`src/rtl/fc_pkg.sv`:
```
package fc_pkg;
  localparam int NUM_CELLS = 4;
  localparam int LVL_W     = 3;
  typedef logic [NUM_CELLS-1:0] cell_word_t;

  // Set k cells starting at the rotated origin of pattern p.
  function automatic cell_word_t fill_cells(input logic [1:0] pat,
                                            input logic [LVL_W-1:0] cnt);
    cell_word_t w;
    logic [1:0] idx;
    w = '0;
    for (int i = 0; i < NUM_CELLS; i++) begin
      idx = pat + 2'(i);
      if (i < int'(cnt)) w[idx] = 1'b1;
    end
    return w;
  endfunction
endpackage

```
`src/rtl/fc_phase_gen.sv`:
```
module fc_phase_gen #(
  parameter int W = 16,
  parameter logic [W-1:0] A1_INIT = '0,
  parameter logic [W-1:0] A2_INIT = '0
) (
  input  logic         clk,
  input  logic         rst_n,
  input  logic         en,
  input  logic [W-1:0] inc,
  input  logic [W-1:0] a1_in,
  input  logic [W-1:0] a2_in,
  output logic [W-1:0] acc_o,
  output logic         wrap_o,
  output logic [1:0]   pat_o,
  output logic [W-1:0] a1_o,
  output logic [W-1:0] a2_o
);
  logic [W:0] sum;

  assign sum    = {1'b0, acc_o} + {1'b0, inc};
  assign wrap_o = sum[W];

  always_ff @(posedge clk) begin
    if (!rst_n) begin
      acc_o <= '0;
      pat_o <= '0;
      a1_o  <= A1_INIT;
      a2_o  <= A2_INIT;
    end else if (en) begin
      acc_o <= sum[W-1:0];
      if (wrap_o) begin
        pat_o <= pat_o + 2'd1;
        a1_o  <= a1_in;
        a2_o  <= a2_in;
      end
    end
  end
endmodule

```
`src/rtl/fc_level_dec.sv`:
```
module fc_level_dec #(
  parameter int W = 16
) (
  input  logic [W-1:0] acc,
  input  logic [W-1:0] a1,
  input  logic [W-1:0] a2,
  output logic [2:0]   lvl
);
  localparam int NTHR = 8;
  localparam logic [W-1:0] QTR  = {2'b01, {(W-2){1'b0}}};
  localparam logic [W-1:0] TQTR = {2'b11, {(W-2){1'b0}}};

  logic [NTHR-1:0] pass;
  logic [3:0]      n;

  for (genvar g = 0; g < NTHR; g++) begin : g_thr
    localparam logic [W-1:0] BASE = (g < 4) ? QTR : TQTR;
    localparam bit USE_A2 = ((g % 4) == 0) || ((g % 4) == 3);
    localparam bit SUB    = (g % 4) < 2;
    logic [W-1:0] ang;
    logic [W-1:0] thr;
    assign ang     = USE_A2 ? a2 : a1;
    assign thr     = SUB ? (BASE - ang) : (BASE + ang);
    assign pass[g] = acc >= thr;
  end

  always_comb begin
    n = '0;
    for (int i = 0; i < NTHR; i++) n = n + 4'(pass[i]);
    lvl = (n <= 4'd4) ? n[2:0] : 3'(4'd8 - n);
  end
endmodule

```
`src/rtl/fc_cell_pick.sv`:
```
module fc_cell_pick
  import fc_pkg::*;
(
  input  logic       clk,
  input  logic       rst_n,
  input  logic       en,
  input  logic [1:0] pat,
  input  logic [2:0] lvl,
  output cell_word_t state_o,
  output logic [2:0] level_o
);
  always_ff @(posedge clk) begin
    if (!rst_n) begin
      state_o <= '0;
      level_o <= '0;
    end else if (en) begin
      state_o <= fill_cells(pat, lvl);
      level_o <= lvl;
    end
  end
endmodule

```
`src/rtl/fc_stair_seq.sv`:
```
module fc_stair_seq #(
  parameter int  PHASE_W    = 16,
  parameter real ALPHA1_DEG = 26.13,
  parameter real ALPHA2_DEG = 60.97
) (
  input  logic               clk,
  input  logic               rst_n,
  input  logic               en,
  input  logic [PHASE_W-1:0] phase_inc,
  input  logic [PHASE_W-1:0] ang1_in,
  input  logic [PHASE_W-1:0] ang2_in,
  output logic [3:0]         state_o,
  output logic [2:0]         level_o
);
  localparam longint A1_CNT = longint'(ALPHA1_DEG * (2.0 ** PHASE_W) / 360.0);
  localparam longint A2_CNT = longint'(ALPHA2_DEG * (2.0 ** PHASE_W) / 360.0);
  localparam logic [PHASE_W-1:0] A1_DEF = A1_CNT[PHASE_W-1:0];
  localparam logic [PHASE_W-1:0] A2_DEF = A2_CNT[PHASE_W-1:0];

  logic [PHASE_W-1:0] acc_q;
  logic               acc_wrap;
  logic [1:0]         pat_idx;
  logic [PHASE_W-1:0] ang1_q;
  logic [PHASE_W-1:0] ang2_q;
  logic [2:0]         lvl_c;

  fc_phase_gen #(.W(PHASE_W), .A1_INIT(A1_DEF), .A2_INIT(A2_DEF)) u_phase (
    .clk(clk), .rst_n(rst_n), .en(en), .inc(phase_inc),
    .a1_in(ang1_in), .a2_in(ang2_in),
    .acc_o(acc_q), .wrap_o(acc_wrap), .pat_o(pat_idx),
    .a1_o(ang1_q), .a2_o(ang2_q)
  );

  fc_level_dec #(.W(PHASE_W)) u_level (
    .acc(acc_q), .a1(ang1_q), .a2(ang2_q), .lvl(lvl_c)
  );

  fc_cell_pick u_pick (
    .clk(clk), .rst_n(rst_n), .en(en), .pat(pat_idx), .lvl(lvl_c),
    .state_o(state_o), .level_o(level_o)
  );
endmodule

```
`config.mk`:
```
export PLATFORM = sky130hd
export DESIGN_NAME = fc_stair_seq
export DESIGN_NICKNAME = d
export VERILOG_FILES = /design/src/rtl/fc_pkg.sv /design/src/rtl/fc_phase_gen.sv /design/src/rtl/fc_level_dec.sv /design/src/rtl/fc_cell_pick.sv /design/src/rtl/fc_stair_seq.sv
export SDC_FILE = /design/constraint.sdc
export NUM_CORES = 1
export LEC_CHECK = 0
export BUFFER_PORTS_ARGS = -buffer_cell sky130_fd_sc_hd__clkbuf_2
export CAP_MARGIN = 20
export CORE_ASPECT_RATIO = 0.5
export CORE_MARGIN = 8
export CORE_UTILIZATION = 55
export DETAILED_ROUTE_END_ITERATION = 16
export GPL_TIMING_DRIVEN = 0
export PLACE_DENSITY = 0.77
export SYNTH_ARGS = -nofsm -noshare
export SYNTH_HDL_FRONTEND = slang
export SYNTH_SLANG_ARGS = --single-unit
export TNS_END_PERCENT = 20
```
`constraint.sdc`:
```
create_clock -name clk -period 7.5 [get_ports clk]
set_input_delay 2.25 -clock clk [delete_from_list [all_inputs] [get_ports clk]]
set_output_delay 2.25 -clock clk [all_outputs]
set_load 0.01 [all_outputs]
```
==> impl_metrics.env, run 1 <==
export IMPL_cts_root_buf="clkbuf_16"
export IMPL_yosysTopAreaCell="ha_1"
export IMPL_dp_cells=823
export IMPL_max_vdd_ir_drop_v=0.000132
export IMPL_worst_pin_slew_ps=799
export IMPL_yosysUniqueCellTypes=64
export IMPL_grt_max_degree=11
export IMPL_design_core_area_sq_mm=0.00945
export IMPL_cts_hold_buf=0
export IMPL_dr_pass1_iters=5
export IMPL_synth_top_cells_by_area="ha_1 (22%), dfxtp_1 (21%), xnor2_1 (5.4%)"
export IMPL_antenna_cells=0
export IMPL_drtAntennaViolNets=0
export IMPL_path_cells="nor4_4 -> nand2_1 -> or4_1 -> xnor2_1 -> ha_1 -> a21o_1 -> a21o_1 -> a21oi_1 -> a41oi_1 -> ha_1 -> inv_1 -> fa_1 -> fa_1 -> fa_1 -> fa_1 -> ha_1 -> or4b_1 -> o211ai_2 -> nand2_2 -> a31oi_1 -> nor2_1"
export IMPL_detail_route_wl_per_cell_microns=16.9
export IMPL_rsz0062_at_grt="false"
export IMPL_netlist_area_sq_mm=0.00535
export IMPL_drc=0
export IMPL_cp_data_required_time_ps=7720
export IMPL_antenna_found_initial=1
export IMPL_fin_cells=837
export IMPL_critical_path_class="flip-flop to flip-flop"
export IMPL_num_rows=25
export IMPL_skew_ps=9.97
export IMPL_drive_above_1_share_pct=15.7
export IMPL_slowest_stage="fa_1"
export IMPL_status="complete, no violations"
export IMPL_multi_input_area_sq_mm=0.00389
export IMPL_crit_top_cell="fa_1"
export IMPL_fill_cells=833
export IMPL_nets=847
export IMPL_via_per_inst=5.98
export IMPL_syn_inst=633
export IMPL_cts_clk_slew_worst_paths_ps=50
export IMPL_clk_latency_ps=330
export IMPL_place_congestion=0.912
export IMPL_min_period_ps=6720
export IMPL_cts_sink_count=57
export IMPL_yosysWarningCount=0
export IMPL_ys_seq_elements=57
export IMPL_start_util_pct=56.6
export IMPL_die_w_microns=155
export IMPL_start_kind="flip-flop"
export IMPL_seq_area_frac_synth_pct=21.3
export IMPL_place_port_buffers=55
export IMPL_synthArstFlopShare_pct=0
export IMPL_grt_pass1_vias=4792
export IMPL_die_area_sq_mm=0.0133
export IMPL_post_cts_buffers=0
export IMPL_critPathMaxStageDelay_ps=640
export IMPL_areaGrowthSynthToFinish_pct=13.4
export IMPL_cts_resized=0
export IMPL_min_path_type="flip-flop to flip-flop"
export IMPL_via_count=5006
export IMPL_dpl_hpwl_mm=11.0
export IMPL_place_ws_ps=809
export IMPL_hold_violations=0
export IMPL_synth_top_area_share_pct=21.5
export IMPL_tritoncts="yes"
export IMPL_setup_viol=0
export IMPL_syn_nets=781
export IMPL_end_kind="flip-flop"
export IMPL_grt_usage_pct=21.5
export IMPL_cts_buffers=9
export IMPL_p_per_area_mw_per_mm2=223
export IMPL_synth_edff_count=0
export IMPL_p_leak_nw=2.82
export IMPL_cap_violations=0
export IMPL_fin_ws_ps=776
export IMPL_syn_area_per_cell_sq_um=8.45
export IMPL_arrival_ps=6950
export IMPL_clock_path_buffers=2
export IMPL_seqCellArea_sq_mm=0.00114
export IMPL_fmax_ghz=0.149
export IMPL_drt_iter0_markers=372
export IMPL_crit_path_max_fanout=6
export IMPL_cts_max_level=3
export IMPL_drv_slew=0
export IMPL_postRouteWirelength_mm=14.1
export IMPL_slew_headroom_pct=46.8
export IMPL_overflow=0
export IMPL_grt_pass1_wl_mm=23.1
export IMPL_fin_tns_setup_ps=0
export IMPL_fin_crit_sh_pct=89.6
export IMPL_io_pins=58
export IMPL_die_h_microns=85.7
export IMPL_ys_flop_type="dfxtp_1"
[worst paths after layout]
check,slack (ps),from,end,depth (start not counted)
max reg2reg,780,u_phase.a2_o[2]$_SDFFE_PN0P_,u_pick.state_o[3]$_SDFFE_PN0P_,21
min reg2reg,470,u_pick.level_o[1]$_SDFFE_PN0P_,u_pick.level_o[1]$_SDFFE_PN0P_,2
min,470,u_pick.level_o[1]$_SDFFE_PN0P_,u_pick.level_o[1]$_SDFFE_PN0P_,2
max,780,u_phase.a2_o[2]$_SDFFE_PN0P_,u_pick.state_o[3]$_SDFFE_PN0P_,21
[final cells by class]
class | instances | area share, %
Multi-Input combinational cell | 499 | 64.1
Sequential cell | 57 | 18.8
Timing Repair Buffer | 55 | 4.54
Clock buffer | 11 | 4.17
Inverter | 54 | 3.34
Tap cell | 135 | 2.79
Buffer | 23 | 1.96
Clock inverter | 3 | 0.289
[per-stage QoR]
stage	hold slack, ps	instance area, sq um	total power [W]	utilization, %
5_1_grt	481	6060	0.00146	64.2
3_5_place_dp	464	5790	0.000971	61.3
4_1_cts	473	6060	0.00135	64.2
2_1_floorplan	487	5350	0.000826	-
6_report	469	6060	0.00135	64.2
3_3_place_gp	456	5790	0.000948	61.3
[critical path: cells and delay by family (launching register included)]
kind	cells	cell delay, ps
buffers and inverters	1	50
DFF	1	370
AOI/OAI and AO/OA	6	1260
adders and majority gates	7	3090
and+or+nand+nor	6	1710
xor gates and xnor gates	1	140
[registers in the layout, summed over array words and instances, names as in the netlist]
signal and flops:
u_pick.level_o 3, u_pick.state_o 4, u_phase.a1_o 16, u_phase.a2_o 16, u_phase.acc_o 16, u_phase.pat_o 2
[metal layers]
metal  wire length [microns]  vias up  track usage [%]  part of all wire, %
met5                      13        -                0                0.092
met4                     221        2             6.73                  1.6
met3                    1030       33             5.37                  7.3
met2                    6140      174             34.0                   44
met1                    6710     2324             28.2                   48
li1                        -     2473                -                    -
[cells in the mapped netlist (all sizes together) (4+ instances only)]
| master | n |
|---|---|
| buf | 11 |
| dfxtp | 57 |
| a21oi | 30 |
| o221ai | 4 |
| inv | 53 |
| nor4 | 6 |
| nand3 | 42 |
| xor2 | 10 |
| and4 | 5 |
| clkbuf | 12 |
| mux2i | 5 |
| a31oi | 11 |
| nand2 | 40 |
| nand4 | 10 |
| o21ai | 40 |
| o211ai | 24 |
| a21o | 25 |
| fa | 5 |
| nor2 | 37 |
| or3 | 4 |
| ha | 92 |
| o31ai | 14 |
| nand2b | 5 |
| nor3 | 11 |
| a211oi | 5 |
| xnor2 | 33 |
| a221oi | 4 |
[kinds of logic (layout without fill, tap and decap cells)]
logic type / after synthesis / count (layout) / synth area share (%)
AOI/OAI and AO/OA: 178 / 178 / 24.1
xor gates and xnor gates: 43 / 43 / 7.04
adders and majority gates: 97 / 97 / 23.4
buffers and inverters: 77 / 146 / 6.01
DFF: 57 / 57 / 21.3
muxes: 6 / 6 / 1.15
and+or+nand+nor: 175 / 175 / 17.0
[power breakdown]
| group | internal [W] | total (W) | leakage (nW) | switching [W] |
|---|---|---|---|---|
| clock | 0.000236 | 0.000377 | 0.133 | 0.000141 |
| combinational | 0.000250 | 0.000588 | 2.22 | 0.000338 |
| sequential | 0.000339 | 0.000388 | 0.467 | 0.0000489 |
| total | 0.000825 | 0.00135 | 2.82 | 0.000528 |
[cells in the final DEF (no fill, tap or decap), types with 25 or more instances in the layout]
cell / n
ha_1: 92
clkbuf_2: 55
a21oi_1: 29
inv_1: 53
nand3_1: 42
a21o_1: 25
o21ai_0: 25
nor2_1: 37
dfxtp_1: 57
xnor2_1: 33
nand2_1: 39
Power figures use the tool's default switching activity.
==> run 2, diff against run 1 <==
REMOVE_ABC_BUFFERS = 1   (was not set)
==> impl_metrics.env, run 2 (synthesis gave the netlist of run 1 again) <==
export IMPL_cts_hold_buf=0
export IMPL_die_area_sq_mm=0.0133
export IMPL_hold_violations=0
export IMPL_io_pins=58
export IMPL_min_path_type="flip-flop to flip-flop"
export IMPL_antenna_found_initial=0
export IMPL_p_leak_nw=2.79
export IMPL_slew_headroom_pct=33.4
export IMPL_design_core_area_sq_mm=0.00945
export IMPL_via_per_inst=5.78
export IMPL_fmax_ghz=0.146
export IMPL_cts_sink_count=57
export IMPL_fill_cells=829
export IMPL_final_util_pct=64.0
export IMPL_top_regs="u_phase.a1_o: 16 flops, u_phase.a2_o: 16 flops, u_phase.acc_o: 16 flops"
export IMPL_dr_pass1_iters=5
export IMPL_areaGrowthSynthToFinish_pct=13.0
export IMPL_die_h_microns=85.7
export IMPL_post_cts_buffers=0
export IMPL_via_count=4746
export IMPL_min_period_ps=6830
export IMPL_postRouteWirelength_mm=12.6
export IMPL_cap_violations=0
export IMPL_cts_resized=0
export IMPL_fin_area_sq_mm=0.00605
export IMPL_critical_path_class="flip-flop to flip-flop"
export IMPL_drc=0
export IMPL_p_per_area_mw_per_mm2=224
export IMPL_nets=829
export IMPL_clock_path_buffers=2
export IMPL_dpl_hpwl_mm=9.55
export IMPL_setup_viol=0
export IMPL_grt_pass1_vias=4459
export IMPL_grt_pass1_wl_mm=21.6
export IMPL_drv_slew=0
export IMPL_skew_ps=6.64
export IMPL_cts_max_level=3
export IMPL_cts_clk_slew_worst_paths_ps=50
export IMPL_end_kind="flip-flop"
export IMPL_worst_pin_slew_ps=993
export IMPL_arrival_ps=7060
export IMPL_crit_path_max_fanout=6
export IMPL_rsz0062_at_grt="false"
export IMPL_drive_above_1_share_pct=15.5
export IMPL_layout_commonest_cell="ha_1"
export IMPL_max_vdd_ir_drop_v=0.000115
export IMPL_cts_buffers=9
export IMPL_grt_max_degree=35
export IMPL_grt_usage_pct=19.8
export IMPL_clk_latency_ps=340
export IMPL_post_dp_cell_area_sq_mm=0.00577
export IMPL_detail_route_wl_per_cell_microns=15.4
export IMPL_num_rows=25
export IMPL_hold_depth=2
export IMPL_place_congestion=0.857
export IMPL_fin_tns_setup_ps=0
export IMPL_drtAntennaViolNets=0
export IMPL_overflow=0
export IMPL_drt_iter0_markers=293
export IMPL_final_cell_mix="ha_1 (92), clkbuf_2 (57), dfxtp_1 (57)"
export IMPL_r2r_cells=23
export IMPL_cts_root_buf="clkbuf_16"
export IMPL_start_kind="flip-flop"
export IMPL_tritoncts="yes"
export IMPL_cp_data_required_time_ps=7730
export IMPL_start_util_pct=56.6
export IMPL_antenna_cells=0
export IMPL_fin_crit_sh_pct=91.1
export IMPL_place_port_buffers=57
export IMPL_status="complete, no violations"
export IMPL_die_w_microns=155
[run 2: layout make-up]
| class | instances | area [sq um] | share of cell area, % |
|---|---|---|---|
| Inverter | 54 | 203 | 3.35 |
| Timing Repair Buffer | 60 | 360 | 5.96 |
| Tap cell | 135 | 169 | 2.79 |
| Clock inverter | 4 | 28.8 | 0.476 |
| Multi-Input combinational cell | 499 | 3900 | 64.5 |
| Sequential cell | 57 | 1140 | 18.9 |
| Clock buffer | 12 | 246 | 4.08 |
[run 2: worst paths after layout]
path	endpoint	start	slack [ps]
max	u_pick.state_o[3]$_SDFFE_PN0P_	u_phase.a2_o[2]$_SDFFE_PN0P_	670
min	u_pick.level_o[1]$_SDFFE_PN0P_	u_pick.level_o[1]$_SDFFE_PN0P_	460
max reg2reg	u_pick.state_o[3]$_SDFFE_PN0P_	u_phase.a2_o[2]$_SDFFE_PN0P_	670
min reg2reg	u_pick.level_o[1]$_SDFFE_PN0P_	u_pick.level_o[1]$_SDFFE_PN0P_	460
[run 2: metrics by stage]
stage               hold WS, ps  instances  power (W)  setup WS, ps
finish                      465        821    0.00135           671
global route                482        821    0.00145           223
CTS                         465        821    0.00135           753
detailed placement          457        805   0.000963           739
global placement            452        802   0.000937           883
floorplan                   487        610   0.000814          1410
[run 2: per-layer routing]
layer	track usage (%)	vias to the layer above	routed length, microns
li1	-	2442	-
met1	27.0	2184	6330
met2	30.6	109	5460
met3	4.61	11	700
met4	5.59	0	138
met5	0	-	0
[run 2: where the power goes]
group,total (W),switching [W],internal (W)
clock,0.000382,0.000150,0.000232
combinational,0.000586,0.000334,0.000252
sequential,0.000385,0.0000464,0.000339
total,0.00135,0.000531,0.000822
[run 2: worst max-delay path: stages (launching register included)]
cell      delay [ps]
dfxtp_1          370
nor4_4           360
nand2_1          190
nor3_2           240
nand3_1          170
xnor2_1          160
ha_1             300
a21o_1           200
a21oi_1          290
nand3_1          110
o21ai_0          100
a41oi_1           90
ha_1             330
inv_1             60
fa_1             500
fa_1             520
fa_1             490
fa_1             640
ha_1             330
or4b_1           540
o211ai_2         330
nand2_2          140
a31oi_1          210
nor2_1            70
==> run 3, diff against run 2 <==
CORE_ASPECT_RATIO = not set   (was 0.5)
==> impl_metrics.env, run 3 (synthesis gave the netlist of run 1 again) <==
export IMPL_status="complete, no violations"
export IMPL_slew_headroom_pct=36.2
export IMPL_switching_share_pct=41.4
export IMPL_start_kind="flip-flop"
export IMPL_cts_sink_count=57
export IMPL_start_util_pct=55.8
export IMPL_drt_iter0_markers=305
export IMPL_postRouteWirelength_mm=12.7
export IMPL_internal_power_w=0.000726
export IMPL_rsz0062_at_grt="false"
export IMPL_arrival_ps=6930
export IMPL_p_clk_share_pct=21.4
export IMPL_antenna_cells=0
export IMPL_place_port_buffers=57
export IMPL_cts_max_level=3
export IMPL_switchingPower_w=0.000513
export IMPL_critical_path_class="flip-flop to flip-flop"
export IMPL_critPathMaxStageDelay_ps=620
export IMPL_num_rows=36
export IMPL_p_leak_nw=2.76
export IMPL_hold_violations=0
export IMPL_crit_top_cell="fa_1"
export IMPL_nets=829
export IMPL_grt_pass1_wl_mm=21.5
export IMPL_path_cells="nor4_4 -> nand2_1 -> nor3_2 -> nand3_1 -> xnor2_1 -> ha_1 -> a21o_1 -> a21oi_1 -> nand3_1 -> o21ai_0 -> a41oi_1 -> ha_1 -> inv_1 -> fa_1 -> fa_1 -> fa_1 -> fa_1 -> ha_1 -> or4b_1 -> o211ai_2 -> o21ai_1 -> a31oi_1 -> nor2_1"
export IMPL_detail_route_wl_per_cell_microns=15.5
export IMPL_place_congestion=0.859
export IMPL_cp_data_required_time_ps=7750
export IMPL_skew_ps=6.70
export IMPL_crit_path_max_fanout=6
export IMPL_cts_resized=0
export IMPL_seq_power_share_pct=31.4
export IMPL_end_kind="flip-flop"
export IMPL_min_period_ps=6690
export IMPL_dr_pass1_iters=4
export IMPL_post_cts_buffers=0
export IMPL_slowest_stage="fa_1"
export IMPL_overflow=0
export IMPL_cts_clk_slew_worst_paths_ps=70
export IMPL_grt_max_degree=35
export IMPL_final_util_pct=61.9
export IMPL_grt_pass1_vias=4873
export IMPL_drive_above_1_share_pct=15.5
export IMPL_io_pins=58
export IMPL_layout_commonest_cell="ha_1"
export IMPL_worst_pin_slew_ps=951
export IMPL_areaGrowthSynthToFinish_pct=11.1
export IMPL_fin_crit_sh_pct=89.1
export IMPL_clock_path_buffers=2
export IMPL_min_path_type="flip-flop to flip-flop"
export IMPL_cp_top_family="adder cells"
export IMPL_die_w_microns=115
export IMPL_cts_buffers=9
export IMPL_via_count=4779
export IMPL_cts_root_buf="clkbuf_8"
export IMPL_cts_hold_buf=0
export IMPL_top_regs="u_phase.a1_o: 16 flops, u_phase.a2_o: 16 flops, u_phase.acc_o: 16 flops"
export IMPL_grt_usage_pct=20.3
export IMPL_fmax_ghz=0.150
export IMPL_clk_latency_ps=360
export IMPL_fin_tns_setup_ps=0
export IMPL_antenna_found_initial=0
export IMPL_cap_violations=0
export IMPL_design_core_area_sq_mm=0.00959
export IMPL_p_per_area_mw_per_mm2=208
export IMPL_final_cell_mix="ha_1 (92), clkbuf_2 (57), dfxtp_1 (57)"
export IMPL_max_vdd_ir_drop_v=0.000122
export IMPL_die_h_microns=115
export IMPL_combPwrFrac_pct=47.1
export IMPL_drv_slew=0
export IMPL_path_buf_inv=1
export IMPL_via_per_inst=5.84
export IMPL_setup_viol=0
export IMPL_dpl_hpwl_mm=9.98
export IMPL_drc=0
export IMPL_die_area_sq_mm=0.0131
export IMPL_tritoncts="yes"
export IMPL_drtAntennaViolNets=0
## run 3: changes by cell type in the layout (fill, tap and decap cells not counted), sizes merged
cell / before / now
clkbuf: 69 / 70
clkinvlp: 2 / 0
clkinv: 3 / 4
## run 3: cell type report
class | count | area (sq um)
fill | 878 | 3650
timing repair buffer | 60 | 360
multi-input combinational | 499 | 3900
sequential | 57 | 1140
clock buffer | 13 | 159
tap | 133 | 166
clock inverter | 3 | 15.0
inverter | 54 | 203
## run 3: metrics by stage
step	cell area, sq um	hold WS (ps)	power, W	worst slack (ps)	instances
floorplan	5230	487	0.000814	1410	610
global placement	5680	457	0.000923	962	800
detailed placement	5770	473	0.000970	868	803
CTS	5940	482	0.00124	850	819
global route	5940	513	0.00134	296	819
finish	5940	481	0.00124	815	819
## run 3: layer usage
metal  global-route usage (%)  vias to the layer above  wire (microns)
met3                     5.27                       22             659
met2                     35.2                      110            6220
met5                        0                        -               0
met1                     23.0                     2220            5590
met4                     8.34                        0             251
li1                         -                     2427               -
## run 3: worst min-delay path, stage by stage (launching register included)
cell and delay (ps):
dfxtp_1 310, nand2_1 60, a21oi_1 60
## run 3: worst paths after layout
path                                                startpoint                             end  slack [ps]  depth (start not counted)
worst max register to register    u_phase.a2_o[2]$_SDFFE_PN0P_  u_pick.state_o[0]$_SDFFE_PN0P_         810                         23
worst min-delay path            u_pick.level_o[1]$_SDFFE_PN0P_  u_pick.level_o[1]$_SDFFE_PN0P_         480                          2
worst min register to register  u_pick.level_o[1]$_SDFFE_PN0P_  u_pick.level_o[1]$_SDFFE_PN0P_         480                          2
worst max-delay path              u_phase.a2_o[2]$_SDFFE_PN0P_  u_pick.state_o[0]$_SDFFE_PN0P_         810                         23
## run 3: power by group through the flow
stage                     Combinational [W]  Clock, W  Sequential, W
final                              0.000584  0.000266       0.000389
after floorplan                    0.000433         0       0.000382
after global placement             0.000531         0       0.000392
after global routing               0.000659  0.000285       0.000395
after CTS                          0.000579  0.000270       0.000388
after detailed placement           0.000575         0       0.000395
